File: src/rtl/ca110_pkg.sv
package ca110_pkg;

  localparam int unsigned MIN_CELLS = 8;
  localparam int unsigned MAX_CELLS = 256;

  // Rule 110 written as a sum of products over (left, centre, right).
  function automatic logic rule110_sop(input logic lft, input logic ctr, input logic rgt);
    return (ctr & ~rgt) | (~ctr & rgt) | (~lft & ctr);
  endfunction

endpackage

File: src/rtl/ca110_rst_sync.sv
module ca110_rst_sync (
  input  logic clk,
  input  logic rst_n,
  output logic rst_sync_n
);

  logic stage1_q;
  logic stage2_q;

  always_ff @(posedge clk or negedge rst_n) begin
    if (!rst_n) begin
      stage1_q <= 1'b0;
      stage2_q <= 1'b0;
    end else begin
      stage1_q <= 1'b1;
      stage2_q <= stage1_q;
    end
  end

  assign rst_sync_n = stage2_q;

endmodule

File: src/rtl/ca110_cell.sv
module ca110_cell
  import ca110_pkg::*;
(
  input  logic clk,
  input  logic rst_n,
  input  logic load,
  input  logic load_val,
  input  logic step,
  input  logic left_nb,
  input  logic right_nb,
  output logic state_q
);

  logic state_d;
  logic state_en;

  always_comb begin
    state_en = load | step;
    if (load) state_d = load_val;
    else      state_d = rule110_sop(left_nb, state_q, right_nb);
  end

  always_ff @(posedge clk or negedge rst_n) begin
    if (!rst_n)        state_q <= 1'b0;
    else if (state_en) state_q <= state_d;
  end

  // a lone live right neighbour brings a dead cell to life
  a_r4_cell_birth: assert property (@(posedge clk) disable iff (!rst_n)
    (step && !load && !left_nb && !state_q && right_nb) |=> state_q);

  // a full neighbourhood kills the cell
  a_r4_cell_crowd: assert property (@(posedge clk) disable iff (!rst_n)
    (step && !load && left_nb && state_q && right_nb) |=> !state_q);

endmodule

File: src/rtl/ca110_gen_counter.sv
module ca110_gen_counter #(
  parameter int unsigned GEN_W = 16
) (
  input  logic             clk,
  input  logic             rst_n,
  input  logic             clr,
  input  logic             inc,
  output logic [GEN_W-1:0] count_q
);

  logic [GEN_W-1:0] count_d;
  logic             count_en;

  always_comb begin
    count_en = clr | inc;
    if (clr) count_d = '0;
    else     count_d = count_q + GEN_W'(1);
  end

  always_ff @(posedge clk or negedge rst_n) begin
    if (!rst_n)        count_q <= '0;
    else if (count_en) count_q <= count_d;
  end

endmodule

File: src/rtl/ca110_array.sv
module ca110_array
  import ca110_pkg::*;
#(
  parameter int unsigned NUM_CELLS  = 16,
  parameter bit          WRAP_EDGES = 1'b0,
  parameter int unsigned GEN_W      = 16
) (
  input  logic                 clk,
  input  logic                 rst_n,
  input  logic                 load_i,
  input  logic [NUM_CELLS-1:0] load_row_i,
  input  logic                 step_i,
  output logic [NUM_CELLS-1:0] row_o,
  output logic [GEN_W-1:0]     gen_o
);

  localparam int unsigned TOP = NUM_CELLS - 1;

  if (NUM_CELLS < MIN_CELLS || NUM_CELLS > MAX_CELLS) begin : g_bad_size
    $error("NUM_CELLS out of supported range");
  end

  logic                 rst_sync_n;
  logic                 step_only;
  logic [NUM_CELLS-1:0] cells_q;
  logic [NUM_CELLS-1:0] left_in;
  logic [NUM_CELLS-1:0] right_in;
  logic                 edge_left;
  logic                 edge_right;

  ca110_rst_sync i_rst_sync (
    .clk        (clk),
    .rst_n      (rst_n),
    .rst_sync_n (rst_sync_n)
  );

  assign step_only = step_i & ~load_i;

  if (WRAP_EDGES) begin : g_ring
    assign edge_left  = cells_q[0];
    assign edge_right = cells_q[TOP];
  end else begin : g_flat
    assign edge_left  = 1'b0;
    assign edge_right = 1'b0;
  end

  for (genvar i = 0; i < NUM_CELLS; i++) begin : g_cell
    if (i == TOP) begin : g_left_edge
      assign left_in[i] = edge_left;
    end else begin : g_left_inner
      assign left_in[i] = cells_q[i+1];
    end
    if (i == 0) begin : g_right_edge
      assign right_in[i] = edge_right;
    end else begin : g_right_inner
      assign right_in[i] = cells_q[i-1];
    end

    ca110_cell i_cell (
      .clk      (clk),
      .rst_n    (rst_sync_n),
      .load     (load_i),
      .load_val (load_row_i[i]),
      .step     (step_i),
      .left_nb  (left_in[i]),
      .right_nb (right_in[i]),
      .state_q  (cells_q[i])
    );
  end

  ca110_gen_counter #(.GEN_W(GEN_W)) i_gen (
    .clk     (clk),
    .rst_n   (rst_sync_n),
    .clr     (load_i),
    .inc     (step_only),
    .count_q (gen_o)
  );

  assign row_o = cells_q;

  a_r2_load_pattern: assert property (@(posedge clk) disable iff (!rst_sync_n)
    load_i |=> (row_o == $past(load_row_i)));

  a_r3_load_wins: assert property (@(posedge clk) disable iff (!rst_sync_n)
    (load_i && step_i) |=> (gen_o == '0));

  a_r5_idle_hold: assert property (@(posedge clk) disable iff (!rst_sync_n)
    (!load_i && !step_i) |=> ($stable(row_o) && $stable(gen_o)));

  a_r8_count_step: assert property (@(posedge clk) disable iff (!rst_sync_n)
    (step_i && !load_i) |=> (gen_o == $past(gen_o) + GEN_W'(1)));

endmodule

File: config.mk
export PLATFORM = sky130hd
export DESIGN_NAME = ca110_array
export DESIGN_NICKNAME = d
export VERILOG_FILES = /design/src/rtl/ca110_pkg.sv /design/src/rtl/ca110_rst_sync.sv /design/src/rtl/ca110_cell.sv /design/src/rtl/ca110_gen_counter.sv /design/src/rtl/ca110_array.sv
export SDC_FILE = /design/constraint.sdc
export NUM_CORES = 1
export LEC_CHECK = 0
export ABC_CLOCK_PERIOD_IN_PS = 1600
export BUFFER_PORTS_ARGS = -buffer_cell sky130_fd_sc_hd__buf_4
export CAP_MARGIN = 20
export CORE_MARGIN = 2
export CORE_UTILIZATION = 54
export CTS_BUF_LIST = sky130_fd_sc_hd__clkbuf_8
export DETAILED_ROUTE_END_ITERATION = 12
export PLACE_DENSITY = 0.92
export SLEW_MARGIN = 20
export SYNTH_ARGS = -nofsm -noshare
export SYNTH_HDL_FRONTEND = slang
export SYNTH_SLANG_ARGS = --single-unit
File: constraint.sdc
create_clock -name clk -period 1.6 [get_ports clk]
set_clock_uncertainty 0.1 [all_clocks]
set_input_delay 0.16 -clock clk [delete_from_list [all_inputs] [get_ports clk]]
set_output_delay 0.16 -clock clk [all_outputs]
set_load 0.01 [all_outputs]
==> results of run 1 <==
==> worst min path at each step <==
stage,depth (start not counted),endpoint,slack (ns)
4_1_cts,2,flip-flop,0.004
5_1_grt,2,flip-flop,0.01
2_1_floorplan,0,i_rst_sync.rst_sync_n,-0.24
3_3_place_gp,1,i_rst_sync.stage1_q,-0.16
6_report,2,flip-flop,0.009
3_5_place_dp,1,i_rst_sync.rst_sync_n,-0.16
==> sequential cells by signal, summed over array words and instances, names as in the netlist, named ones only <==
register,cells
i_gen.count_q,16
i_rst_sync.stage1_q,1
g_cell.i_cell.state_q,15
i_rst_sync.rst_sync_n,1
==> kinds of logic (layout without fill, tap and decap cells) <==
group	after synthesis	count (layout)	synth area share
adders and majority gates	14	14	0.09056
muxes	2	2	0.01100
DFF	34	34	0.4398
other	1	1	0.001939
xor gates and xnor gates	10	10	0.04528
buffers and inverters	41	106	0.1125
and+or+nand+nor	67	67	0.1759
AOI/OAI and AO/OA	43	43	0.1229
==> metal layers <==
| layer | routed length, microns | share of wire | global-route usage | vias up |
|---|---|---|---|---|
| met5 | 0 | 0 | 0 | - |
| met4 | 63 | 0.014 | 0.1087 | 0 |
| met3 | 202 | 0.044 | 0.06514 | 7 |
| met2 | 2350 | 0.51 | 0.4206 | 50 |
| li1 | - | - | - | 831 |
| met1 | 1952 | 0.43 | 0.2683 | 818 |
==> cells in the final DEF (no fill, tap or decap), types with 7 or more instances in the layout <==
master         instances
ha_1                  13
inv_1                 17
nor2_1                11
o21ai_0               27
dfrtp_1               30
buf_4                 67
nand3b_1               7
dlygate4sd3_1         15
nand2_1               25
==> stage by stage <==
stage | TNS, ns | util
detailed placement | 0 | 0.6814
finish | -0.02180 | 0.7733
global placement | 0 | 0.6814
CTS | 0 | 0.7593
floorplan | -0.02885 | -
global route | -0.2931 | 0.7733
==> power breakdown <==
part           total, mW  leakage (nW)  switching [mW]  internal (mW)
logic              0.458         0.764           0.215          0.244
clock network      0.638        0.0524           0.298          0.340
registers          0.984         0.428          0.0655          0.918
total               2.08          1.24           0.578           1.50
==> layout make-up <==
class	count	area (sq um)	area share
Clock inverter	2	8.758	0.003341
Sequential cell	34	855.8	0.3265
Tap cell	46	57.56	0.02196
Multi-Input combinational cell	137	903.4	0.3446
Timing Repair Buffer	82	653.1	0.2492
Clock buffer	6	82.58	0.03150
Inverter	16	60.06	0.02291
==> timing repair <==
item | 4_1_cts | 5_1_grt
pin swaps | 0 | 7
resized for setup | 0 | 6
hold endpoints to repair | 16 | 0
setup endpoints to repair | 4 | 6
hold buffers | 15 | 0
buffers inserted | 3 | 3
==> impl_metrics.csv, run 1 <==
group,metric,value,unit
logic_synthesis,yosysWarningCount,0,
critical_path,timing.critical_path.buf_inv,0,
min_path,hold_path_class,"input pin to flip-flop",
cells_and_area,fill_cells,225,
cells_and_area,instances_no_fill,323,
clock_tree,h-tree-depth,2,
sta,final_worst_path_setup_slack,-0.02180,ns
logic_synthesis,syn_inst,212,
clock_tree,clkLatencyLatePin,0.29,ns
logic_synthesis,post_synth_main_area_contributors,"dfrtp_1 44%, ha_1 9.1%, o21ai_0 7.0%",
sta,hold_slack,0.009044,ns
die,placementRows,21,
critical_path,arrival,1.68,ns
logic_synthesis,syn_avg_cell_area,9.124,sq um
cells_and_area,layout-area-overhead-vs-synth,35.51,%
logic_synthesis,syn-num-nets,246,
route,avgViaCountPerCell,5.282,
logic_synthesis,synth_enable_flop_cells,0,
run_status,failed_checks,"setup timing",
clock_tree,clock_sinks,34,
run_status,run_status,"finished with violations",
place,post-place-ws,0.001479,ns
critical_path,worst_reg2reg_path_startpoint,"i_gen.count_q[1]",
critical_path,cp_max_fo,4,
cells_and_area,final_cell_area,2621,sq um
global_routing,maximum_number_of_pins_on_one_net_before_global_route_repair,48,
route,final_antenna_net_count,0,
clock_tree,cts_max_path_buffers,2,
sta,final-hold-violation-count,0,
clock_tree,cts_tree,"done",
global_routing,grt_antenna_before_repair,0,
die,die_ht,63.85,microns
logic_synthesis,synth.yosys.seq_area_share,0.4398,
power_and_ir_drop,total_power,2.081,mW
route,route.vias.total,1706,
place,routabilityCongestion,0.8186,
die,core_area,3390,sq um
critical_path,crit_required,1.65,ns
cells_and_area,antennaDiodeCount,0,
sta,max_freq,616.6,MHz
route,drtPass1Iterations,4,
logic_synthesis,post-synth-top-area-cell,"dfrtp_1",
sta,grt_setup_unrepaired,"yes",
critical_path,crit_chain,"ha_4 -> nand4_1 -> or2_4 -> o21ai_0 -> a21oi_2",
critical_path,timing.critical_path.slowest_cell_delay,0.43,ns
route,drt_iter0_markers,108,
die,fp.dieW,63.85,microns
power_and_ir_drop,ir_drop,628.3,uV
min_path,timing.hold.worst.start,"load_row_i[0]",
sta,final_report_max_slew_violation_count,0,
critical_path,endpoint_kind,"flip-flop",
die,dieArea,4077,sq um
clock_tree,cts_buffers,5,
logic_synthesis,synth.cells.most_frequent,"34 x dfrtp_1, 27 x o21ai_0, 25 x nand2_1, 17 x buf_4, 16 x inv_1",
critical_path,timing.reg2reg.worst_path_depth,5,
clock_tree,cell_at_the_root_of_the_clock_tree,"clkbuf_8",
place,detailed_place_hpwl,2892,microns
global_routing,grt_pass1_vias,1808,
global_routing,grt_use_total,0.2393,
sta,shortest_period_the_worst_path_allows,1.622,ns
global_routing,grt_pass1_wl,7596,microns
cells_and_area,drive_above_1_share,0.3177,
critical_path,cp_num_cells,5,
place,portBuffers,51,
critical_path,cp-start-kind,"flip-flop",
clock_tree,clk_transition_reported_paths,0.06,ns
critical_path,reg2reg_slack,-0.02,ns
sta,finalSetupViolations,1,
logic_synthesis,async_flop_share,1.000,
power_and_ir_drop,p_leak,1.245,nW
logic_synthesis,synth_top_flop_cell,"dfrtp_1",
logic_synthesis,synth_top_area_share,0.4398,
place,placed_cells_incl_taps,294,
sta,period_share,1.014,
cells_and_area,nNetsFinal,310,
die,initial_utilization,0.5707,
logic_synthesis,yosysMostFrequentCell,"dfrtp_1",
critical_path,critical_path.startpoint,"i_gen.count_q[1]",
power_and_ir_drop,power_density,793.7,nW/um^2
logic_synthesis,synth_seq_cells,34,
route,finalWirelength,4568,microns
logic_synthesis,synthDistinctLibCells,30,
critical_path,crit-reg2reg-capture,"i_gen.count_q[12]",
route,drt_drc_violations_left,0,
critical_path,endpoint,"i_gen.count_q[12]",
global_routing,overflow,0,
critical_path,timing_worst_setup_path_type,"flip-flop to flip-flop",
critical_path,path_delay_family,"flip-flops",
critical_path,critical-path-slowest-cell,"dfrtp_2",
die,num_io_pins,52,
logic_synthesis,synth.cell_area,1934,sq um
job,timing.max_cap.violations,0,
place,placed_cell_area,2310,sq um
route,wire_per_inst,14.14,microns
Power figures use the tool's default switching activity.
==> inputs of run 2 (changes only) <==
PLACE_DENSITY = 0.9   (was 0.92)
==> impl_metrics.csv, run 2 (same netlist as run 1, synthesis figures left out) <==
group,metric,value,unit
route,drt_iter0_markers,72,
critical_path,endpoint_kind,"flip-flop",
cells_and_area,fill_cells,221,
critical_path,crit_required,1.71,ns
power_and_ir_drop,ir_drop,631.6,uV
route,avgViaCountPerCell,5.214,
cells_and_area,largest-register,"i_gen.count_q",
place,routabilityCongestion,0.7980,
critical_path,cp-start-kind,"flip-flop",
clock_tree,clkLatencyLatePin,0.28,ns
critical_path,arrival,1.74,ns
critical_path,cp_max_fo,5,
power_and_ir_drop,p_leak,1.244,nW
die,fp.dieW,63.85,microns
run_status,run_status,"finished with violations",
power_and_ir_drop,p_clk_frac,0.309,
place,detailed_place_hpwl,2843,microns
sta,finalSetupViolations,1,
cells_and_area,layout-area-overhead-vs-synth,34.67,%
critical_path,timing.critical_path.slowest_cell_delay,0.43,ns
clock_tree,cell_at_the_root_of_the_clock_tree,"clkbuf_8",
critical_path,timing_worst_setup_path_type,"flip-flop to flip-flop",
global_routing,overflow,0,
critical_path,timing.reg2reg.worst_path_depth,4,
sta,shortest_period_the_worst_path_allows,1.627,ns
sta,final-hold-violation-count,0,
min_path,hold_path_class,"input pin to flip-flop",
clock_tree,cts_tree,"done",
critical_path,reg2reg_slack,-0.03,ns
clock_tree,h-tree-depth,2,
route,wire_per_inst,13.84,microns
min_path,min_to,"g_cell[13].i_cell.state_q",
route,drt_drc_violations_left,0,
die,initial_utilization,0.5707,
cells_and_area,nNetsFinal,309,
clock_tree,cts_buffers,5,
job,timing.max_cap.violations,0,
power_and_ir_drop,power.internal,1.496,mW
route,final_antenna_net_count,0,
critical_path,worst_reg2reg_path_startpoint,"i_gen.count_q[4]",
cells_and_area,instances_no_fill,322,
die,dieArea,4077,sq um
clock_tree,clk_transition_reported_paths,0.07,ns
power_and_ir_drop,seqPwrFrac,0.475,
sta,setup_tns,-0.02676,ns
place,placed_cells_incl_taps,296,
critical_path,crit-reg2reg-capture,"i_gen.count_q[15]",
clock_tree,clock_sinks,34,
die,core_area,3390,sq um
cells_and_area,antennaDiodeCount,0,
critical_path,critical-path-slowest-cell,"or3_4",
power_and_ir_drop,power.combinational.fraction,0.216,
place,portBuffers,51,
cells_and_area,final_common_cell,"buf_4",
die,die_ht,63.85,microns
power_and_ir_drop,total_power,2.068,mW
run_status,failed_checks,"setup timing",
route,finalWirelength,4458,microns
power_and_ir_drop,switching_share,0.2767,
critical_path,critPathMostFrequentCell,"or3_4",
sta,final_worst_path_setup_slack,-0.02676,ns
critical_path,crit_chain,"o2111ai_2 -> or3_4 -> or3_4 -> a21oi_2",
global_routing,maximum_number_of_pins_on_one_net_before_global_route_repair,30,
critical_path,cp_num_cells,4,
sta,final_report_max_slew_violation_count,0,
sta,grt_setup_unrepaired,"yes",
global_routing,grt_antenna_before_repair,0,
global_routing,grt_pass1_wl,7162,microns
sta,period_share,1.017,
cells_and_area,most_used_cells_in_the_layout_excluding_fill_and_tap_cells,"70 x buf_4, 30 x dfrtp_1, 27 x o21ai_0",
critical_path,timing.critical_path.buf_inv,0,
power_and_ir_drop,power_density,793.7,nW/um^2
global_routing,grt_use_total,0.2258,
power_and_ir_drop,p_switching,0.5720,mW
min_path,timing.hold.worst_path_depth,3,
clock_tree,cts_max_path_buffers,2,
sta,max_freq,614.7,MHz
min_path,timing.hold.worst.start,"load_row_i[13]",
route,route.vias.total,1679,
cells_and_area,post-route-util,0.7685,
cells_and_area,largestRegisters,"i_gen.count_q x16, g_cell.i_cell.state_q x15",
die,num_io_pins,52,
global_routing,grt_pass1_vias,1664,
cells_and_area,drive_above_1_share,0.3297,
die,placementRows,21,
cells_and_area,largest_register_ffs,16,
critical_path,path_delay_family,"simple AND/OR/NAND/NOR gates",
route,drtPass1Iterations,4,
[run 2: worst max path at each step]
stage	from	endpoint
2_1_floorplan	i_gen.count_q[4]	i_gen.count_q[15]
3_3_place_gp	i_gen.count_q[3]	i_gen.count_q[15]
3_5_place_dp	i_gen.count_q[3]	i_gen.count_q[15]
4_1_cts	i_gen.count_q[3]	i_gen.count_q[15]
5_1_grt	i_gen.count_q[4]	i_gen.count_q[15]
6_report	i_gen.count_q[4]	i_gen.count_q[15]
[run 2: power groups by stage]
| stage | clock, mW | sequential (mW) | combinational, mW |
|---|---|---|---|
| 6_report | 0.639 | 0.982 | 0.446 |
| 5_1_grt | 0.699 | 0.990 | 0.509 |
| 4_1_cts | 0.644 | 0.980 | 0.443 |
| 3_5_place_dp | 0 | 0.996 | 0.413 |
| 3_3_place_gp | 0 | 0.991 | 0.399 |
| 2_1_floorplan | 0 | 0.998 | 0.285 |
[run 2: worst register-to-register path: stages (launching register included)]
cell	delay, ns
dfrtp_1	0.42
o2111ai_2	0.14
or3_4	0.43
or3_4	0.34
a21oi_2	0.13
[run 2: final cells by class]
| cell class | count | area, sq um | area share |
|---|---|---|---|
| Multi-Input combinational cell | 137 | 904.6 | 0.3473 |
| Sequential cell | 34 | 855.8 | 0.3285 |
| Timing Repair Buffer | 81 | 635.6 | 0.2440 |
| Clock buffer | 6 | 82.58 | 0.03170 |
| Inverter | 16 | 60.06 | 0.02305 |
| Tap cell | 46 | 57.56 | 0.02209 |
| Clock inverter | 2 | 8.758 | 0.003362 |
[run 2: through the flow]
step / hold slack [ns] / cell area, sq um / setup WS (ns)
after floorplan: -0.2356 / 1952 / -0.01445
after global placement: -0.1567 / 2325 / 0.05720
after detailed placement: -0.1563 / 2325 / 0.009715
after CTS: 0.0003703 / 2552 / 0.01244
after global routing: 0.005330 / 2605 / -0.08733
final: 0.001524 / 2605 / -0.02676
[run 2: repair_timing]
action                                  CTS  global route
endpoints found under the setup margin    2             5
gates resized for setup                   1             5
setup buffers                             3             4
pin swaps                                 2             4
hold endpoints to repair                 12             0
hold buffers                             11             0
[run 2: routing by layer]
metal,up-vias,track usage,part of all wire
li1,825,-,-
met1,794,0.2851,0.42
met2,50,0.3659,0.51
met3,10,0.05458,0.048
met4,0,0.1033,0.025
met5,-,0,0
